===== src/rtl/mbx_pkg.sv =====
package mbx_pkg;
  localparam int BYTE_W = 8;

  // status byte bit positions (host software decodes these)
  localparam int ST_OBF = 0;
  localparam int ST_IBF = 1;
  localparam int ST_U2  = 2;
  localparam int ST_CD  = 3;
  localparam int ST_UHI = 4;
  localparam int UHI_W  = BYTE_W - ST_UHI;

  typedef enum logic [1:0] {
    LOC_IDR  = 2'd0,
    LOC_ODR  = 2'd1,
    LOC_STAT = 2'd2,
    LOC_NONE = 2'd3
  } slv_loc_e;
endpackage


===== src/rtl/mbx_strobe_sync.sv =====
module mbx_strobe_sync #(
  parameter int STAGES   = 2,
  parameter bit TRAILING = 1'b0
) (
  input  logic clk,
  input  logic rst,
  input  logic async_in,
  output logic edge_pulse
);
  localparam int TOP = STAGES - 1;

  logic [STAGES-1:0] chain;
  logic              last;

  always_ff @(posedge clk) begin
    if (rst) begin
      chain <= '0;
      last  <= 1'b0;
    end else begin
      chain <= {chain[STAGES-2:0], async_in};
      last  <= chain[TOP];
    end
  end

  generate
    if (TRAILING) begin : g_fall
      assign edge_pulse = last & ~chain[TOP];
    end else begin : g_rise
      assign edge_pulse = chain[TOP] & ~last;
    end
  endgenerate

  // one strobe yields one pulse, never two in a row
  p_single_pulse_r4: assert property (@(posedge clk) disable iff (rst)
    edge_pulse |=> !edge_pulse);
endmodule


===== src/rtl/mbx_regs.sv =====
module mbx_regs
  import mbx_pkg::*;
(
  input  logic              clk,
  input  logic              rst,
  input  logic              host_wr_pulse,
  input  logic              host_addr,
  input  logic [BYTE_W-1:0] host_wdata,
  input  logic              host_rd_done,
  input  logic              slv_sel,
  input  logic              slv_wr,
  input  logic [1:0]        slv_reg,
  input  logic [BYTE_W-1:0] slv_wdata,
  output logic [BYTE_W-1:0] slv_rdata,
  output logic [BYTE_W-1:0] odr_q,
  output logic [BYTE_W-1:0] status_q
);
  slv_loc_e          loc;
  logic              slv_rd_en, slv_wr_en;
  logic              idr_rd, odr_wr, stat_wr;
  logic [BYTE_W-1:0] idr_q;
  logic              ibf, obf, cd;
  logic [UHI_W-1:0]  user_hi;
  logic              user_b2;

  assign loc       = slv_loc_e'(slv_reg);
  assign slv_rd_en = slv_sel & ~slv_wr;
  assign slv_wr_en = slv_sel & slv_wr;
  assign idr_rd    = slv_rd_en & (loc == LOC_IDR);
  assign odr_wr    = slv_wr_en & (loc == LOC_ODR);
  assign stat_wr   = slv_wr_en & (loc == LOC_STAT);

  // data holding registers: no reset, plain load enables
  always_ff @(posedge clk) begin
    if (host_wr_pulse) idr_q <= host_wdata;
    if (odr_wr)        odr_q <= slv_wdata;
  end

  always_ff @(posedge clk) begin
    if (rst) begin
      ibf <= 1'b0;
    end else if (host_wr_pulse) begin
      ibf <= 1'b1;
    end else if (idr_rd) begin
      ibf <= 1'b0;
    end
  end

  always_ff @(posedge clk) begin
    if (rst) begin
      obf <= 1'b0;
    end else if (odr_wr) begin
      obf <= 1'b1;
    end else if (host_rd_done) begin
      obf <= 1'b0;
    end
  end

  always_ff @(posedge clk) begin
    if (rst) begin
      cd <= 1'b0;
    end else if (host_wr_pulse) begin
      cd <= host_addr;
    end
  end

  always_ff @(posedge clk) begin
    if (rst) begin
      user_hi <= '0;
      user_b2 <= 1'b0;
    end else if (stat_wr) begin
      user_hi <= slv_wdata[BYTE_W-1:ST_UHI];
      user_b2 <= slv_wdata[ST_U2];
    end
  end

  assign status_q = {user_hi, cd, user_b2, ibf, obf};

  always_ff @(posedge clk) begin
    if (rst) begin
      slv_rdata <= '0;
    end else if (slv_rd_en) begin
      case (loc)
        LOC_IDR:  slv_rdata <= idr_q;
        LOC_ODR:  slv_rdata <= odr_q;
        LOC_STAT: slv_rdata <= status_q;
        default:  slv_rdata <= '0;
      endcase
    end
  end

  p_ibf_set_r4: assert property (@(posedge clk) disable iff (rst)
    host_wr_pulse |=> status_q[ST_IBF]);
  p_ibf_clear_r6: assert property (@(posedge clk) disable iff (rst)
    (idr_rd && !host_wr_pulse) |=> !status_q[ST_IBF]);
  p_obf_set_r7: assert property (@(posedge clk) disable iff (rst)
    odr_wr |=> status_q[ST_OBF]);
  p_obf_clear_r7: assert property (@(posedge clk) disable iff (rst)
    (host_rd_done && !odr_wr) |=> !status_q[ST_OBF]);
  p_cd_hold_r5: assert property (@(posedge clk) disable iff (rst)
    !host_wr_pulse |=> $stable(status_q[ST_CD]));
  p_flags_kept_r8: assert property (@(posedge clk) disable iff (rst)
    (stat_wr && !host_wr_pulse && !host_rd_done) |=>
      $stable(status_q[ST_IBF]) && $stable(status_q[ST_OBF]));
  p_idr_ignored_r9: assert property (@(posedge clk) disable iff (rst)
    (slv_wr_en && (loc == LOC_IDR) && !host_wr_pulse) |=> $stable(idr_q));
endmodule


===== src/rtl/host_mailbox_port.sv =====
module host_mailbox_port
  import mbx_pkg::*;
#(
  parameter int SYNC_STAGES = 2,
  parameter bit IRQ_ENABLE  = 1'b1
) (
  input  logic              clk,
  input  logic              rst,
  input  logic              host_sel_n,
  input  logic              host_addr,
  input  logic              host_rd_n,
  input  logic              host_wr_n,
  input  logic [BYTE_W-1:0] host_wdata,
  output logic [BYTE_W-1:0] host_rdata,
  output logic              host_rdata_oe,
  input  logic              slv_sel,
  input  logic              slv_wr,
  input  logic [1:0]        slv_reg,
  input  logic [BYTE_W-1:0] slv_wdata,
  output logic [BYTE_W-1:0] slv_rdata,
  output logic              slv_irq
);
  logic              wr_active, rd_odr_active;
  logic              wr_pulse, rd_done;
  logic [BYTE_W-1:0] odr_q, status_q;

  assign wr_active     = ~host_sel_n & ~host_wr_n;
  assign rd_odr_active = ~host_sel_n & ~host_rd_n & ~host_addr;

  mbx_strobe_sync #(.STAGES(SYNC_STAGES), .TRAILING(1'b0)) u_wr_sync (
    .clk(clk), .rst(rst), .async_in(wr_active), .edge_pulse(wr_pulse)
  );

  mbx_strobe_sync #(.STAGES(SYNC_STAGES), .TRAILING(1'b1)) u_rd_sync (
    .clk(clk), .rst(rst), .async_in(rd_odr_active), .edge_pulse(rd_done)
  );

  mbx_regs u_regs (
    .clk(clk), .rst(rst),
    .host_wr_pulse(wr_pulse), .host_addr(host_addr), .host_wdata(host_wdata),
    .host_rd_done(rd_done),
    .slv_sel(slv_sel), .slv_wr(slv_wr), .slv_reg(slv_reg), .slv_wdata(slv_wdata),
    .slv_rdata(slv_rdata), .odr_q(odr_q), .status_q(status_q)
  );

  // host read path is asynchronous to the slave clock: a combinational mux
  always_comb begin
    host_rdata_oe = ~host_sel_n & ~host_rd_n;
    host_rdata    = '0;
    if (host_rdata_oe) host_rdata = host_addr ? status_q : odr_q;
  end

  generate
    if (IRQ_ENABLE) begin : g_irq
      always_ff @(posedge clk) begin
        if (rst) slv_irq <= 1'b0;
        else     slv_irq <= status_q[ST_IBF];
      end
      p_irq_rise_r10: assert property (@(posedge clk) disable iff (rst)
        $rose(status_q[ST_IBF]) |=> slv_irq);
      p_irq_fall_r10: assert property (@(posedge clk) disable iff (rst)
        !status_q[ST_IBF] |=> !slv_irq);
    end else begin : g_no_irq
      assign slv_irq = 1'b0;
    end
  endgenerate

  p_bus_quiet_r2: assert property (@(posedge clk) disable iff (rst)
    !host_rdata_oe |-> (host_rdata == '0));
endmodule


===== config.mk =====
export PLATFORM = sky130hd
export DESIGN_NAME = host_mailbox_port
export DESIGN_NICKNAME = d
export VERILOG_FILES = /design/src/rtl/mbx_pkg.sv /design/src/rtl/mbx_strobe_sync.sv /design/src/rtl/mbx_regs.sv /design/src/rtl/host_mailbox_port.sv
export SDC_FILE = /design/constraint.sdc
export NUM_CORES = 1
export LEC_CHECK = 0
export ABC_AREA = 1
export BUFFER_PORTS_ARGS = -buffer_cell sky130_fd_sc_hd__buf_2
export CORE_ASPECT_RATIO = 1.75
export CORE_MARGIN = 3
export CORE_UTILIZATION = 50
export DETAILED_ROUTE_END_ITERATION = 8
export PLACE_DENSITY = 0.76
export SYNTH_ARGS = -nofsm -noshare
export SYNTH_HDL_FRONTEND = slang
export SYNTH_HIERARCHICAL = 1
export SYNTH_SLANG_ARGS = --single-unit
export TNS_END_PERCENT = 10

===== constraint.sdc =====
create_clock -name clk -period 1.6 [get_ports clk]
set_clock_uncertainty 0.05 [all_clocks]
set_input_delay 0.32 -clock clk [delete_from_list [all_inputs] [get_ports clk]]
set_output_delay 0.32 -clock clk [all_outputs]
set_load 0.02 [all_outputs]

# == After elaboration in Yosys (flattened, before gate mapping) ==
# Index checks and enable logic that the tools add are counted.
# totals
register_bits,39
elab_cells,42
# op_classes
eq_ne,2
n_mux,7
bitwise_logic,17
reduce_logical,3
# ops
cell,count
8-bit case mux with 3 select lines,1
8-bit two-way mux,2
1-bit bitwise AND,10
1-bit inverter,7
1-bit two-way mux,4
2-bit nonzero test,2
2-bit by 1-bit == test with 1-bit output (second input constant),1
2-bit == test (second input constant),1
2-bit zero test,1

# == Longest topological paths before layout ==
# logic_depth
ltp_word,5
mapped_depth,6
mapped_depth_nobuf,6

# == By module ==
# The synthesis kept the hierarchy.
# modules_own_cells
mod,n_inst,cells_each,area_per_inst_um2,seq_area_each_um2
mbx_regs,1,134,1292.5,800.8
host_mailbox_port,1,47,231.5,20.0
mbx_strobe_sync (u_rd_sync),1,11,92.6,60.1
mbx_strobe_sync (u_wr_sync),1,10,86.3,60.1

# == Worst setup path before layout ==
# No wires, ideal clock.
# synth_path
path_type,input to output
startpoint,input port host_addr
endpoint,output port host_rdata[6]
arrival_ps,932
required_ps,1230
path_slack_ps,298
path_stages,5
n_path_buf,2
path_cell_list,buf_6 > buf_8 > nand2_2 > nand2_1 > nor2_1
# synth_via
elab_chain_len,2
# synth_lines
item,line_no,rtl
start: declaration,host_mailbox_port.sv:10,"input logic host_addr,"
8-bit two-way mux (2 in a row),host_mailbox_port.sv:50,if (host_rdata_oe) host_rdata = host_addr ? status_q : odr_q;
end: declaration,host_mailbox_port.sv:14,"output logic [BYTE_W-1:0] host_rdata,"
# No other way between the ends.

# == Final worst setup path ==
# layout_path
startpoint,register u_regs.user_hi[0]
endpoint,output port host_rdata[4]
# layout_via
elab_chain_len,2
# layout_lines
item,line_no,rtl
start: declaration,mbx_regs.sv:23,logic [UHI_W-1:0] user_hi;
start signal: assignment,mbx_regs.sv:72,user_hi <= slv_wdata[BYTE_W-1:ST_UHI];
8-bit two-way mux (2 in a row),host_mailbox_port.sv:50,
# No other way between the ends.

==> results.cfg <==
[sta]
setup_ws_ns = 0.151
fin_setup_tns_ns = 0
min_period_ns = 1.45
rsz0062_at_grt = no
worst_slew_pin_slew_ns = 0.438
slew_viol_final = 0
fmax_mhz = 690
max-slew-margin-rel_pct = 70.8
hold_viol = 0
setup_viol = 0
fin_crit_sh_pct = 90.6
timing.hold.ws_ns = 0.159

[logic_synthesis]
synth_fa_ha_area_share_pct = 0
synth_compound_area_share_pct = 4.70
seq_area_frac_synth_pct = 55.3
synth_area_sq_um = 1700
synthCells = 202
muxShareOfSynthArea_pct = 0
synth_top_family_by_area = simple AND/OR/NAND/NOR gates
ys_types = 21
yosysWarnings = 6
syn_avg_cell_area_sq_um = 8.43
yosys.area_share.simple_pct = 29.4
yosys_register_bits = 39
syn_nets = 228
synthXorXnorAreaFrac_pct = 0

[placed_design]
dpl.cell_count = 280
pre_cts_slack_ns = 0.226
placed_area_sq_um = 1900
gp_congestion = 0.809
hpwl_mm = 2.56
port_buffers = 43

[drt]
wirelength_mm = 3.34
dr.pass1.iters = 4
viasPerCell = 4.84
routedWlPerCell_um = 11.6
antenna_left = 0
drc_errors = 0
num_vias = 1394
drtIter0Drc = 40

[pwr]
power_density_nw_per_um2 = 960
power.switching_mw = 0.442
peakVddDrop_mv = 0.801
leakagePower_nw = 0.873
p_seq_share_pct = 56.1
switching_share_pct = 23.1
p_int_mw = 1.47
power_mw = 1.91
p_clk_share_pct = 34.2
power_frac_comb_pct = 9.7

[final_layout]
area.growth.synth_to_final_pct = 17.0
fin_nets = 270
multi_input_area_sq_um = 581
instances_no_fill = 288
n_antenna_cell = 0
final_util_pct = 62.1
fin_area_sq_um = 1990
fillers = 307
final-seq-area_sq_um = 941
drive_above_1_share_pct = 24.5

[global_routing]
grt-ovfl-total = 0
grt_pass1_wl_mm = 5.51
grt_max_degree = 24
antenna_found_initial = 0
grt_pass1_vias = 1231
track_usage_pct = 17.4

[job]
drv_cap = 0

[clocking]
htreeDepth = 2
path_clk_slew_ns = 0.07
clk_root_buffer_cell = clkbuf_8
cts_tree = built
cts_buffers = 5
clkSinkCount = 39
post_cts_resized = 0
clk_latency_ns = 0.28
clock_path_buffers = 2
cts_hold_buf = 0
cts_setup_buffers = 0

[critical_path]
crit_fanout = 3
cp.arrival_ns = 1.08
cp_data_required_time_ns = 1.23
crit_path_end_kind = output port
crit_type = reg -> out
rrSetupSlack_ns = 0.39
startpoint_type = flip-flop

[worst_hold_path]
min_path_type = in -> reg

[floorplanning]
die_width_um = 50.1
core_area_sq_um = 3210
initial_core_util_pct = 53.1
die_area_sq_um = 4170
die_height_um = 83.2
ioPinCount = 44
rows = 27

[status]
outcome = finished clean
sequential cells by signal, indices dropped and copies added (netlist names):
| name | cells |
|---|---|
| slv_irq | 1 |
| u_wr_sync/chain | 2 |
| u_regs/ibf | 1 |
| u_regs/odr_q | 8 |
| u_regs/idr_q | 8 |
| u_regs/cd | 1 |
| u_regs/obf | 1 |
| u_regs/slv_rdata | 8 |
| u_wr_sync/last | 1 |
| u_rd_sync/last | 1 |
| u_rd_sync/chain | 2 |
| u_regs/user_b2 | 1 |
| u_regs/user_hi | 4 |
synth_stat cells:
library cell  count  share of area (%)
inv_4             1               0.37
nand3_4           1                1.0
buf_2             1               0.29
nand2_1          56                 12
clkinv_4          1               0.51
nor3_1            1               0.29
dfxtp_1          23                 27
nor2_8            1                1.2
nand3_1          24                7.1
nor2_4            1               0.66
buf_6             2                1.3
inv_2             1               0.22
inv_1            21                4.6
nor2_2            1               0.37
nor2_1           26                5.7
buf_8             1               0.88
buf_4             5                2.2
a21oi_1          16                4.7
clkbuf_1          1               0.22
edfxtp_1         16                 28
nand2_2           2               0.73
logic make-up (layout without fill, tap and decap cells):
| kind of cell | count (synthesis) | count (layout) |
|---|---|---|
| AO/OA/AOI/OAI | 16 | 16 |
| buffers and inverters | 34 | 77 |
| flip-flops | 39 | 39 |
| AND/OR/NAND/NOR | 113 | 113 |
cell usage in the layout, fill, tap and decap left out, drive strengths merged:
cell type and count:
nand2 58, buf 45, nor2 29, nand3 25, dfxtp 23, inv 23
a21oi 16, edfxtp 16, clkbuf 7, clkinv 2, nor3 1
power by group through the flow:
stage          combinational [mW]  sequential (mW)  clock [mW]
6_report                    0.186             1.07       0.654
5_1_grt                     0.210             1.08       0.722
4_1_cts                     0.188             1.07       0.673
3_5_place_dp                0.188             1.10           0
3_3_place_gp                0.185             1.10           0
2_1_floorplan               0.118             1.10           0
final timing paths:
check / end / start / cells after the start
setup / recovery: host_rdata[4] / u_regs/user_hi[0] / 5
hold / removal: u_regs/idr_q[1] / host_wdata[1] / 1
setup reg to reg: u_regs/idr_q[7] / u_wr_sync/chain[1] / 3
hold reg to reg: u_wr_sync/chain[1] / u_wr_sync/chain[0] / 2
metal layers:
layer  routed length (um)  track usage, %  vias up
li1                     -               -      719
met1                 1290            18.7      628
met2                 1760            30.2       40
met3                  205            5.03        7
met4                   85            7.81        0
met5                    0               0        -
layout make-up:
cell class              count  area share, %
repair buffers             45           11.6
multi-input cells         129           29.1
well taps                  43           2.70
flip-flops and latches     39           47.2
clock inverters             1          0.188
clock buffers               7           4.33
inverters                  24           4.90
worst max-delay path, cell delays in order, from the launching register on:
cell	delay, ns
dfxtp_1	0.38
inv_1	0.05
nand2_1	0.05
nand2_1	0.05
nor2_1	0.10
buf_2	0.17
Note: power is estimated with default switching activity, not from simulation.
